[config.mk]
export PLATFORM = sky130hd
export DESIGN_NAME = bignum_host_ctl
export DESIGN_NICKNAME = d
export VERILOG_FILES = /design/src/rtl/bignum_ctl_pkg.sv /design/src/rtl/bignum_ctl_regfile.sv /design/src/rtl/bignum_ctl_seq.sv /design/src/rtl/bignum_host_ctl.sv
export SDC_FILE = /design/constraint.sdc
export NUM_CORES = 1
export LEC_CHECK = 0
export BUFFER_PORTS_ARGS = -buffer_cell sky130_fd_sc_hd__buf_2
export CAP_MARGIN = 10
export CORE_AREA = 2 2 138 113
export CTS_BUF_LIST = sky130_fd_sc_hd__clkbuf_4
export DETAILED_ROUTE_END_ITERATION = 6
export DIE_AREA = 0 0 140 115
export HOLD_SLACK_MARGIN = 0.02
export PLACE_DENSITY = 0.77
export SYNTH_ARGS = -nofsm -noshare
export SYNTH_HDL_FRONTEND = slang
export SYNTH_HIERARCHICAL = 1
export SYNTH_SLANG_ARGS = --single-unit
[constraint.sdc]
create_clock -name clk -period 2 [get_ports clk]
set_clock_uncertainty 0.2 [all_clocks]
set_input_delay 0.2 -clock clk [delete_from_list [all_inputs] [get_ports clk]]
set_output_delay 0.2 -clock clk [all_outputs]
set_load 0.02 [all_outputs]
[src/rtl/bignum_ctl_pkg.sv]
package bignum_ctl_pkg;
  localparam int DATA_W      = 32;
  localparam int ADDR_W      = 4;
  localparam int OP_W        = 12;
  localparam int CMP_W       = 3;
  localparam int RUN_BIT     = 15;
  localparam int STALL_BIT   = 24;

  typedef enum logic [ADDR_W-1:0] {
    RA_APTR  = 4'd0,
    RA_BPTR  = 4'd1,
    RA_CPTR  = 4'd2,
    RA_DPTR  = 4'd3,
    RA_ALEN  = 4'd4,
    RA_BLEN  = 4'd5,
    RA_SHIFT = 4'd6,
    RA_FUNC  = 4'd7,
    RA_CMP   = 4'd8
  } reg_addr_e;

  typedef enum logic [1:0] {
    SQ_INIT,
    SQ_IDLE,
    SQ_BUSY,
    SQ_HOLD
  } seq_state_e;
endpackage

[src/rtl/bignum_ctl_regfile.sv]
module bignum_ctl_regfile
  import bignum_ctl_pkg::*;
#(
  parameter int PTR_W = 11,
  parameter int LEN_W = 9,
  parameter int SH_W  = 5,
  parameter int NPTR  = 4,
  parameter int NLEN  = 2
) (
  input  logic                  clk,
  input  logic                  rst_n,
  input  logic                  wr_en,
  input  logic [ADDR_W-1:0]     wr_addr,
  input  logic [OP_W-1:0]       wr_data,
  input  logic                  run,
  input  logic                  start_go,
  output logic [PTR_W-1:0]      stg_ptr [NPTR],
  output logic [PTR_W-1:0]      act_ptr [NPTR],
  output logic [LEN_W-1:0]      stg_len [NLEN],
  output logic [LEN_W-1:0]      act_len [NLEN],
  output logic [SH_W-1:0]       stg_shift,
  output logic [SH_W-1:0]       act_shift,
  output logic [OP_W-1:0]       stg_op,
  output logic [OP_W-1:0]       act_op
);
  localparam logic [ADDR_W-1:0] PTR_BASE = RA_APTR;
  localparam logic [ADDR_W-1:0] LEN_BASE = RA_ALEN;

  // host-visible copies; pointers and lengths stay writable while running
  always_ff @(posedge clk) begin
    if (!rst_n) begin
      for (int i = 0; i < NPTR; i++) stg_ptr[i] <= '0;
      for (int i = 0; i < NLEN; i++) stg_len[i] <= '0;
      stg_shift <= '0;
      stg_op    <= '0;
    end else if (wr_en) begin
      for (int i = 0; i < NPTR; i++)
        if (wr_addr == PTR_BASE + ADDR_W'(i))
          stg_ptr[i] <= {wr_data[PTR_W-1:1], 1'b0};
      for (int i = 0; i < NLEN; i++)
        if (wr_addr == LEN_BASE + ADDR_W'(i))
          stg_len[i] <= wr_data[LEN_W-1:0];
      if (wr_addr == RA_SHIFT && !run) stg_shift <= wr_data[SH_W-1:0];
      if (wr_addr == RA_FUNC && !run)  stg_op    <= wr_data;
    end
  end

  // working set seen by the datapath, loaded only at a start
  always_ff @(posedge clk) begin
    if (!rst_n) begin
      for (int i = 0; i < NPTR; i++) act_ptr[i] <= '0;
      for (int i = 0; i < NLEN; i++) act_len[i] <= '0;
      act_shift <= '0;
      act_op    <= '0;
    end else if (start_go) begin
      for (int i = 0; i < NPTR; i++) act_ptr[i] <= stg_ptr[i];
      for (int i = 0; i < NLEN; i++) act_len[i] <= stg_len[i];
      act_shift <= stg_shift;
      act_op    <= wr_data;
    end
  end
endmodule

[src/rtl/bignum_ctl_seq.sv]
module bignum_ctl_seq
  import bignum_ctl_pkg::*;
#(
  parameter int INIT_CYCLES = 4
) (
  input  logic             clk,
  input  logic             rst_n,
  input  logic             fn_wr,
  input  logic             wr_run,
  input  logic             wr_stall,
  input  logic             dp_done,
  input  logic [CMP_W-1:0] dp_cmp,
  output logic             run,
  output logic             stall,
  output logic             start_go,
  output logic [CMP_W-1:0] cmp_q
);
  localparam int CNT_W = $clog2(INIT_CYCLES + 1);
  localparam logic [CNT_W-1:0] CNT_LAST = CNT_W'(INIT_CYCLES - 1);

  seq_state_e       state;
  logic [CNT_W-1:0] init_cnt;
  logic [CMP_W-1:0] cmp_pend;

  assign run      = (state != SQ_IDLE);
  assign start_go = fn_wr && wr_run && (state == SQ_IDLE);

  always_ff @(posedge clk) begin
    if (!rst_n) stall <= 1'b0;
    else if (fn_wr) stall <= wr_stall;
  end

  always_ff @(posedge clk) begin
    if (!rst_n) begin
      state    <= SQ_INIT;
      init_cnt <= '0;
      cmp_pend <= '0;
      cmp_q    <= '0;
    end else begin
      unique case (state)
        SQ_INIT: begin
          if (init_cnt == CNT_LAST) state <= SQ_IDLE;
          else init_cnt <= init_cnt + 1'b1;
        end
        SQ_IDLE: begin
          if (start_go) state <= SQ_BUSY;
        end
        SQ_BUSY: begin
          if (dp_done) begin
            if (stall) begin
              cmp_pend <= dp_cmp;
              state    <= SQ_HOLD;
            end else begin
              cmp_q <= dp_cmp;
              state <= SQ_IDLE;
            end
          end
        end
        SQ_HOLD: begin
          if (!stall) begin
            cmp_q <= cmp_pend;
            state <= SQ_IDLE;
          end
        end
        default: state <= SQ_INIT;
      endcase
    end
  end
endmodule

[src/rtl/bignum_host_ctl.sv]
module bignum_host_ctl
  import bignum_ctl_pkg::*;
#(
  parameter int PTR_W       = 11,
  parameter int LEN_W       = 9,
  parameter int SH_W        = 5,
  parameter int INIT_CYCLES = 4
) (
  input  logic              clk,
  input  logic              rst_n,
  input  logic [ADDR_W-1:0] reg_addr,
  input  logic              reg_wr,
  input  logic [DATA_W-1:0] reg_wdata,
  output logic [DATA_W-1:0] reg_rdata,
  output logic              op_start,
  output logic [OP_W-1:0]   op_func,
  output logic [PTR_W-1:0]  op_a_ptr,
  output logic [PTR_W-1:0]  op_b_ptr,
  output logic [PTR_W-1:0]  op_c_ptr,
  output logic [PTR_W-1:0]  op_d_ptr,
  output logic [LEN_W-1:0]  op_a_len,
  output logic [LEN_W-1:0]  op_b_len,
  output logic [SH_W-1:0]   op_shift,
  input  logic              dp_done,
  input  logic [CMP_W-1:0]  dp_cmp,
  output logic              idle_irq
);
  localparam int NPTR = 4;
  localparam int NLEN = 2;

  logic             fn_wr;
  logic             seq_run;
  logic             seq_stall;
  logic             start_go;
  logic [CMP_W-1:0] seq_cmp;
  logic [PTR_W-1:0] stg_ptr [NPTR];
  logic [PTR_W-1:0] act_ptr [NPTR];
  logic [LEN_W-1:0] stg_len [NLEN];
  logic [LEN_W-1:0] act_len [NLEN];
  logic [SH_W-1:0]  stg_shift;
  logic [OP_W-1:0]  stg_op;

  assign fn_wr = reg_wr && (reg_addr == RA_FUNC);

  bignum_ctl_regfile #(
    .PTR_W(PTR_W), .LEN_W(LEN_W), .SH_W(SH_W), .NPTR(NPTR), .NLEN(NLEN)
  ) u_regs (
    .clk      (clk),
    .rst_n    (rst_n),
    .wr_en    (reg_wr),
    .wr_addr  (reg_addr),
    .wr_data  (reg_wdata[OP_W-1:0]),
    .run      (seq_run),
    .start_go (start_go),
    .stg_ptr  (stg_ptr),
    .act_ptr  (act_ptr),
    .stg_len  (stg_len),
    .act_len  (act_len),
    .stg_shift(stg_shift),
    .act_shift(op_shift),
    .stg_op   (stg_op),
    .act_op   (op_func)
  );

  bignum_ctl_seq #(
    .INIT_CYCLES(INIT_CYCLES)
  ) u_seq (
    .clk     (clk),
    .rst_n   (rst_n),
    .fn_wr   (fn_wr),
    .wr_run  (reg_wdata[RUN_BIT]),
    .wr_stall(reg_wdata[STALL_BIT]),
    .dp_done (dp_done),
    .dp_cmp  (dp_cmp),
    .run     (seq_run),
    .stall   (seq_stall),
    .start_go(start_go),
    .cmp_q   (seq_cmp)
  );

  always_ff @(posedge clk) begin
    if (!rst_n) op_start <= 1'b0;
    else op_start <= start_go;
  end

  assign op_a_ptr = act_ptr[0];
  assign op_b_ptr = act_ptr[1];
  assign op_c_ptr = act_ptr[2];
  assign op_d_ptr = act_ptr[3];
  assign op_a_len = act_len[0];
  assign op_b_len = act_len[1];
  assign idle_irq = ~seq_run;

  always_comb begin
    reg_rdata = '0;
    unique case (reg_addr)
      RA_APTR:  reg_rdata[PTR_W-1:0] = stg_ptr[0];
      RA_BPTR:  reg_rdata[PTR_W-1:0] = stg_ptr[1];
      RA_CPTR:  reg_rdata[PTR_W-1:0] = stg_ptr[2];
      RA_DPTR:  reg_rdata[PTR_W-1:0] = stg_ptr[3];
      RA_ALEN:  reg_rdata[LEN_W-1:0] = stg_len[0];
      RA_BLEN:  reg_rdata[LEN_W-1:0] = stg_len[1];
      RA_SHIFT: reg_rdata[SH_W-1:0]  = stg_shift;
      RA_FUNC: begin
        reg_rdata[OP_W-1:0]  = stg_op;
        reg_rdata[RUN_BIT]   = seq_run;
        reg_rdata[STALL_BIT] = seq_stall;
      end
      RA_CMP:   reg_rdata[CMP_W-1:0] = seq_cmp;
      default:  reg_rdata = '0;
    endcase
  end
endmodule

==> impl_metrics.ini, run 1 <==
[place]
dpl-instance-area_um2 = 8250
dp_hpwl_um = 12900
routabilityCongestion = 0.901
portBuffers = 115
dp_slack_ns = -0.00355

[power_and_ir_drop]
power.density_nw_per_um2 = 657
ir_worst_vdd_v = 0.000396
p_leak_nw = 3.90

[synth]
synth-seq-cells = 163
yosysWarnings = 6
ys_async_sr_fraction = 0
synthAdderAreaFrac = 0.0119
synth_mux_area_frac = 0.252
synth-simple-area-share = 0.175
synthFlopType = dfxtp_1
ys_seq_area_frac = 0.444
synth_compound_area_frac = 0.0490
synth_area_per_cell_um2 = 10.3
synth_top_family_by_area = multiplexers
syn_area_um2 = 7360
ys_types = 50
synth-edff-count = 0
netlist_instances = 715
synthXorXnorAreaFrac = 0.00119

[final_layout]
n_antenna_cell = 0
drive_above_1_share = 0.315
finalInstanceArea_um2 = 9120
nets = 934
area.growth.synth_to_final_pct = 24.0

[drt]
ant_nets = 0
vias_per_cell = 5.24
drt_iter0_markers = 455
wl_per_cell_um = 17.2
drc = 8
routed_wl_um = 18600
vias = 5694
drt_pass1_iterations = 7

[job]
maxCapViolations = 0

[setup_path]
cp.buffers_inverters = 1
start_kind = register
worstPathCellList = mux2i_1, or4_4, a41oi_2, buf_4
slowest_stage = or4_4
cp_max_fo = 3
reg2reg_to = u_seq/state[1]
rr_startpoint = u_seq/state[0]
critPathArrivalTime_ns = 1.80
slowest_delay_ns = 0.42
worstPathRequired_ns = 1.60
critPathTopFamily = simple AND/OR/NAND/NOR gates
ff2ff_path_depth = 6
endpoint_kind = primary output
path_class = reg -> out
ff2ff_setup_slack_ns = 0.08

[min_path]
hold_path.class = in -> reg
worstHoldEndpoint = u_regs/stg_op[0]
holdPathStages = 6
min-delay-start = reg_wr

[timing]
rsz0062_at_grt = yes
setup_ws_ns = -0.201
post-route-period-util = 1.10
final.min_clock_period_ns = 2.20
drv_slew = 0
final-setup-viol-count = 11
hold_violations = 0
tns_ns = -1.43
worstMarginPinSlew_ns = 0.617
slew_headroom = 0.588
timing.fmax_mhz = 454

[die]
die_w_um = 140
start_util = 0.498
num_rows = 40
die_h_um = 115
dieArea_um2 = 16100
pin_count = 156
coreArea_um2 = 14800

[clock_network]
cts_tree = yes
htreeDepth = 4
clk_latency_ns = 0.57
cts.path.max_buffers = 2
clock_sinks = 163
cts_buffers = 17
root_buffer = clkbuf_4
clk_pin_slew_worst_paths_ns = 0.14

[run_status]
violations = design-rule violations, negative setup slack
status = complete, but fails checks

[global_route]
antenna_found_initial = 0
grt_max_degree = 58
grt_pass1_wl_um = 28600
grt-ovfl-total = 0
grt_pass1_vias = 5346
grt.total_usage = 0.231
[per-stage QoR]
stage / std cells / hold WS (ns) / utilization / total power (W)
detailed placement: 1013 / 0.244 / 0.559 / 0.00410
global route: 1086 / 0.105 / 0.618 / 0.00622
finish: 1086 / 0.116 / 0.618 / 0.00599
CTS: 1084 / 0.0703 / 0.612 / 0.00601
global placement: 1013 / 0.239 / 0.559 / 0.00409
floorplan: 739 / 0.127 / - / 0.00389
[worst register-to-register path, stage by stage (launching register included)]
cell and delay [ns]:
dfxtp_2 0.37, buf_4 0.13, inv_1 0.06, ha_1 0.25
nor2b_1 0.18, a2111oi_4 0.42, mux2i_1 0.24
[layout make-up]
type                            instances  area, µm²
Multi-Input combinational cell        493       3860
Sequential cell                       163       3300
Clock buffer                           20        150
Timing Repair Buffer                  203       1430
Tap cell                              189        236
Inverter                                6       22.5
Fill cell                            1228       5640
Clock inverter                         12        115
[where the power goes]
part | internal (W) | total, W | switching, W
clock network | 0.000760 | 0.00189 | 0.00113
logic | 0.000348 | 0.000771 | 0.000423
registers | 0.00330 | 0.00334 | 0.0000397
total | 0.00440 | 0.00599 | 0.00159
[layout by cell type (no fill, tap or decap), drive strengths merged, types with 2 or more instances in the layout]
master	count
o21ai	9
a21boi	4
and3	5
and3b	4
or3	3
a21oi	2
a32oi	11
nand3b	5
dlygate4sd3	21
nor3b	8
clkinv	6
nand4	4
clkinvlp	4
dfxtp	163
mux2i	162
buf	182
nor2	4
a31oi	3
bufinv	2
clkbuf	20
ha	7
mux4	3
nor3	2
nand2	94
and2	6
nand3	3
and2b	2
mux2	14
nor2b	87
o311ai	5
inv	6
nand2b	4
a22oi	5
conb	26
[cells by family after synthesis]
family | after synthesis
other | 2
DFF | 163
and+or+nand+nor | 235
adders and majority gates | 7
AOI/OAI and AO/OA | 45
muxes | 179
xor gates and xnor gates | 1
buffers and inverters | 83
[routing by layer]
layer | global-route usage | vias to the layer above | wire (µm)
li1 | - | 2758 | -
met1 | 0.313 | 2714 | 8710
met2 | 0.369 | 190 | 8460
met3 | 0.0471 | 32 | 1020
met4 | 0.0902 | 0 | 447
met5 | 0 | - | 0
[cells in the mapped netlist, drive strengths merged, types with 2 or more instances]
master / count / area share
dfxtp: 163 / 0.44
and2: 6 / 0.0051
nand3b: 5 / 0.0068
and3: 5 / 0.0043
nor3: 2 / 0.0014
mux2: 14 / 0.022
a31oi: 3 / 0.0026
buf: 61 / 0.056
o311ai: 5 / 0.0060
mux4: 3 / 0.0092
conb: 2 / 0.0010
a21oi: 2 / 0.0014
nor2: 4 / 0.0020
or3: 3 / 0.0026
nor2b: 87 / 0.074
and2b: 2 / 0.0020
inv: 6 / 0.0031
nand2: 94 / 0.048
ha: 7 / 0.012
mux2i: 162 / 0.22
and3b: 4 / 0.0048
a22oi: 5 / 0.0051
a21boi: 4 / 0.0041
nand4: 4 / 0.0034
a32oi: 11 / 0.013
nor3b: 8 / 0.0082
clkbuf: 16 / 0.0082
nand3: 3 / 0.0020
o21ai: 9 / 0.0061
nand2b: 4 / 0.0034
[state kept, by name, indices dropped and copies added (netlist names), 5 cells and up]
register	count
u_regs/stg_len	18
u_regs/act_ptr	40
u_regs/stg_shift	5
u_regs/act_shift	5
u_regs/act_op	12
u_regs/stg_ptr	40
u_regs/stg_op	12
u_regs/act_len	18
[how the worst max path moves through the flow]
stage	from	end	slack (ns)	cells past startpoint
2_1_floorplan	reg_addr[1]	u_regs/act_len[0]	0.04	10
3_3_place_gp	reg_addr[1]	reg_rdata[8]	-0.01	7
3_5_place_dp	reg_addr[3]	u_regs/act_ptr[6]	-0.004	7
4_1_cts	u_regs/stg_ptr[12]	reg_rdata[1]	-0.26	4
5_1_grt	u_regs/stg_ptr[12]	reg_rdata[1]	-0.28	4
6_report	u_regs/stg_ptr[12]	reg_rdata[1]	-0.20	4
[repair_timing]
action,in CTS,in global routing
endpoints found under the setup margin,13,11
setup buffers,20,2
endpoints found under the hold margin,109,0
gates resized for setup,58,18
hold buffers,21,0
pin swaps,15,4
Power figures use the tool's default switching activity.
==> inputs of run 2 (changes only) <==
- CORE_AREA: 2 2 138 113 -> 2 2 155 127
- DIE_AREA: 0 0 140 115 -> 0 0 157 129
- PLACE_DENSITY: 0.77 -> 0.63
==> impl_metrics.ini, run 2 (same netlist as run 1, synthesis figures left out) <==
[run_status]
violations = negative setup slack
status = complete, but fails checks

[place]
routabilityCongestion = 0.866
portBuffers = 115
dp_hpwl_um = 13600

[final_layout]
final_common_cell = mux2i_1
drive_above_1_share = 0.317
reg.largest.list = u_regs/act_ptr (40), u_regs/stg_ptr (40)
area.growth.synth_to_final_pct = 25.3
utilization = 0.495
fillers = 1782
nets = 933
final_cell_mix = mux2i_1 (162), dfxtp_1 (131), buf_2 (104)

[setup_path]
path_class = reg -> out
slowest_stage = dfxtp_1
critPathTopFamily = compound AO/OA/AOI/OAI gates
cp.buffers_inverters = 1
critPathArrivalTime_ns = 1.80
slowest_delay_ns = 0.38
rr_startpoint = u_seq/state[0]
worstPathCellList = and3b_1, o21ai_1, o311ai_2, buf_4
endpoint_kind = primary output
worstPathRequired_ns = 1.60
cp_max_fo = 3
startpoint = u_regs/stg_ptr[14]
start_kind = register

[global_route]
antenna_found_initial = 1
use_met2 = 0.305
busiest_layer = met2
grt_max_degree = 39
grt_pass1_vias = 5215
grt.total_usage = 0.194
grt_pass1_wl_um = 29900
use_met3 = 0.0434
grt-ovfl-total = 0
met1_usage = 0.270

[timing]
final-setup-viol-count = 11
timing.fmax_mhz = 455
rsz0062_at_grt = yes
post-route-period-util = 1.10
drv_slew = 0
final.min_clock_period_ns = 2.20
hold_violations = 0
setup_ws_ns = -0.199

[drt]
drt_pass1_iterations = 5
drc = 0
vias = 5525
ant_nets = 0
routed_wl_um = 19500
wl_per_cell_um = 16.9
vias_per_cell = 4.78
drt_iter0_markers = 288

[clock_network]
root_buffer = clkbuf_4
clk_latency_ns = 0.56
htreeDepth = 4
cts_buffers = 17
clk_pin_slew_worst_paths_ns = 0.13
cts.path.max_buffers = 2
cts_tree = yes
clock_sinks = 163

[die]
coreArea_um2 = 18600
num_rows = 45
dieArea_um2 = 20300
pin_count = 156
die_w_um = 157
start_util = 0.395
die_h_um = 129

[job]
maxCapViolations = 0

[power_and_ir_drop]
ir_worst_vdd_v = 0.000348
p_leak_nw = 3.91
power.density_nw_per_um2 = 652
total_power_w = 0.00601

[min_path]
hold_path.class = in -> reg
min-delay-start = reg_addr[0]
-- run 2: layout make-up --
cell class | count | area, µm² | area share
Multi-Input combinational cell | 493 | 3880 | 0.421
Timing Repair Buffer | 202 | 1410 | 0.153
Antenna cell | 1 | 2.50 | 0.000272
Clock inverter | 12 | 115 | 0.0125
Clock buffer | 20 | 150 | 0.0163
Inverter | 6 | 22.5 | 0.00244
Sequential cell | 163 | 3310 | 0.359
Tap cell | 258 | 323 | 0.0350
-- run 2: worst register-to-register path: stages, from the launching register on --
cell,delay [ns]
dfxtp_2,0.37
buf_4,0.13
inv_1,0.05
ha_1,0.24
nor2b_1,0.17
a2111oi_4,0.43
mux2i_1,0.22
-- run 2: path summary, 6_finish.rpt --
path	slack, ns	endpoint	depth (start not counted)
hold / removal	0.09	u_regs/stg_op[4]	5
hold reg to reg	0.26	u_regs/stg_op[11]	2
setup reg to reg	0.12	u_seq/state[0]	6
setup / recovery	-0.20	reg_rdata[3]	4
-- run 2: where the power goes --
part	leakage (nW)	switching (W)	internal (W)	total [W]
Combinational	2.43	0.000423	0.000337	0.000760
Clock	0.145	0.00116	0.000763	0.00192
Sequential	1.33	0.0000395	0.00330	0.00333
-- run 2: per-layer routing --
| metal | share of wire | routed length [µm] |
|---|---|---|
| met1 | 0.50 | 9700 |
| met2 | 0.45 | 8760 |
| met3 | 0.042 | 814 |
| met4 | 0.013 | 253 |
| met5 | 0 | 0 |
-- run 2: what timing repair did --
action / in CTS / in global routing
hold buffers: 22 / 0
buffers inserted: 16 / 2
gates resized for setup: 57 / 26
hold endpoints to repair: 122 / 0
setup endpoints to repair: 13 / 13
gates cloned: 0 / 0
pin swaps: 15 / 4
-- run 2: per-stage QoR --
step	cell area [µm²]	TNS [ns]	setup slack [ns]	hold WS [ns]	std cells
after floorplan	7480	0	0.0381	0.127	739
after global placement	8350	-2.60	-0.0591	0.237	1087
after detailed placement	8350	-1.73	-0.0765	0.246	1087
after CTS	9090	-2.15	-0.270	0.0342	1152
after global routing	9220	-2.53	-0.300	0.0601	1155
final	9220	-1.49	-0.199	0.0930	1155
==> inputs of run 3 (changes only) <==
- CORE_AREA: 2 2 155 127 -> 2 2 178 145
- DIE_AREA: 0 0 157 129 -> 0 0 180 147
- PLACE_DENSITY: 0.63 -> 0.49
- SYNTH_HIERARCHICAL: 1 -> default
==> impl_metrics.ini, run 3 <==
[run_status]
status = complete, but fails checks
violations = negative setup slack

[place]
portBuffers = 115
routabilityCongestion = 0.853
dp_hpwl_um = 15500
dpl-instance-area_um2 = 8070

[synth]
netlist_instances = 845
synthAdderAreaFrac = 0.0124
netlist.area_leader.share = 0.462
synth-simple-area-share = 0.218
synthFlopType = dfxtp_1
synth_area_per_cell_um2 = 8.36
synth_mux_area_frac = 0.0912
synthXorXnorAreaFrac = 0.00124
synth.most_common_cell = dfxtp_1
yosysWarnings = 0
synth_commonest_cells = dfxtp_1 (163), nand2_1 (134), nand3_1 (126)
synth-edff-count = 0
synth_compound_area_frac = 0.131
ys_seq_area_frac = 0.462
ys_async_sr_fraction = 0
yosysTopAreaCell = dfxtp_1
synth_top_family_by_area = simple AND/OR/NAND/NOR gates
ys_types = 50
syn_area_um2 = 7060
synth_area_leaders = dfxtp_1 (46%), nand3_1 (8.9%), mux2i_1 (7.4%)
synth-seq-cells = 163

[setup_path]
slowest_stage = mux4_2
cp_max_fo = 2
start_kind = register
critPathArrivalTime_ns = 1.78
worstPathRequired_ns = 1.60
worstPathCellList = mux4_2, o21ai_2, nor2_2, buf_6
slowest_delay_ns = 0.52
path_class = reg -> out
endpoint_kind = primary output

[timing]
setup_ws_ns = -0.177
rsz0062_at_grt = yes
hold_violations = 0
tns_ns = -1.06
drv_slew = 0
holdWs_ns = 0.0816
final-setup-viol-count = 10
timing.fmax_mhz = 459
final.min_clock_period_ns = 2.18
post-route-period-util = 1.09

[clock_network]
clock_sinks = 163
cts_buffers = 17
cts.path.max_buffers = 2
clk_pin_slew_worst_paths_ns = 0.13
htreeDepth = 4
root_buffer = clkbuf_4
cts_tree = yes
clk_latency_ns = 0.56

[drt]
vias = 6227
routed_wl_um = 21700
drc = 0
ant_nets = 0
vias_per_cell = 4.72
drt_pass1_iterations = 5
wl_per_cell_um = 16.5
drt_iter0_markers = 498

[final_layout]
area.growth.synth_to_final_pct = 25.8
finalInstanceArea_um2 = 8890
nets = 1032
reg.largest.list = u_regs.act_ptr (40), u_regs.stg_ptr (40)
fillers = 2575
drive_above_1_share = 0.284
final_common_cell = nand2_1
final_cell_mix = nand2_1 (134), nand3_1 (126), dfxtp_1 (117)

[die]
num_rows = 52
die_w_um = 180
pin_count = 156
die_h_um = 147
dieArea_um2 = 26500
start_util = 0.285
coreArea_um2 = 24800

[global_route]
grt_pass1_wl_um = 34000
grt_pass1_vias = 5870
grt_max_degree = 77
grt-ovfl-total = 0
antenna_found_initial = 1
grt.total_usage = 0.165

[power_and_ir_drop]
p_leak_nw = 3.52
ir_worst_vdd_v = 0.000323
total_power_w = 0.00610
power.density_nw_per_um2 = 687

[job]
maxCapViolations = 0

[min_path]
hold_path.class = in -> reg
[run 3: changes by cell type in the layout (fill, tap and decap cells not counted), moves of 8 or more]
| cell | before | now |
|---|---|---|
| dfxtp_2 | 29 | 41 |
| mux2i_1 | 162 | 44 |
| a21oi_1 | 0 | 56 |
| dfxtp_1 | 131 | 117 |
| buf_4 | 64 | 56 |
| nand2_1 | 92 | 134 |
| o21ai_0 | 4 | 68 |
| o21ai_1 | 5 | 17 |
| nand3_1 | 3 | 126 |
| nor2b_1 | 87 | 4 |
| nor2_1 | 4 | 44 |
[run 3: worst paths after layout]
path | startpoint | to | slack, ns | depth (start not counted)
worst min-delay path | reg_addr[1] | op_start | 0.08 | 4
worst max register to register | u_seq.state[1] | u_regs.act_op[2] | 0.17 | 8
worst min register to register | u_regs.act_len[5] | u_regs.act_len[5] | 0.26 | 2
worst max-delay path | u_regs.stg_len[6] | reg_rdata[6] | -0.18 | 4
[run 3: final cells by class]
class,instances,area [µm²],share of cell area
diodes,1,2.50,0.000282
clock buffers,17,128,0.0144
clock inverters,13,143,0.0160
inverters,8,32.5,0.00366
multi-input cells,594,3430,0.386
flip-flops and latches,163,3330,0.375
well taps,324,405,0.0456
repair buffers,198,1420,0.159
[run 3: stage by stage]
stage | util | setup WS, ns | instances
after floorplan | - | 0.0221 | 866
after global placement | 0.325 | -0.0219 | 1255
after detailed placement | 0.325 | -0.0396 | 1255
after CTS | 0.355 | -0.255 | 1317
after global routing | 0.359 | -0.265 | 1318
final | 0.359 | -0.177 | 1318
[run 3: power by group]
group	total [W]	switching (W)	internal [W]	leakage, nW
registers	0.00334	0.0000513	0.00329	1.34
clock network	0.00199	0.00115	0.000831	0.141
logic	0.000775	0.000460	0.000315	2.04
[run 3: cells by family after synthesis]
kind of cell | Yosys count
simple gates | 335
compound gates | 170
flops | 163
buf+inv | 109
mux | 59
fa+ha+maj | 7
other cells | 1
xor+xnor | 1
[run 3: layer usage]
layer / vias to the layer above / GRT usage / share of wire
met5: - / 0 / 0
met4: 0 / 0.0528 / 0.019
met3: 26 / 0.0357 / 0.047
met2: 147 / 0.234 / 0.42
met1: 2909 / 0.246 / 0.52
li1: 3145 / - / -
[run 3: worst max-delay path, delay by kind of cell (launching register included)]
| family | cells | cell delay [ns] |
|---|---|---|
| multiplexers | 1 | 0.52 |
| AO/OA/AOI/OAI | 1 | 0.14 |
| flip-flops | 1 | 0.35 |
| buffers and inverters | 1 | 0.14 |
| AND/OR/NAND/NOR | 1 | 0.07 |
[run 3: timing repair]
action	CTS	global route
pin swaps	4	3
setup buffers	10	0
gates resized for setup	74	24
hold buffers	22	0
setup endpoints to repair	13	16
endpoints found under the hold margin	107	0
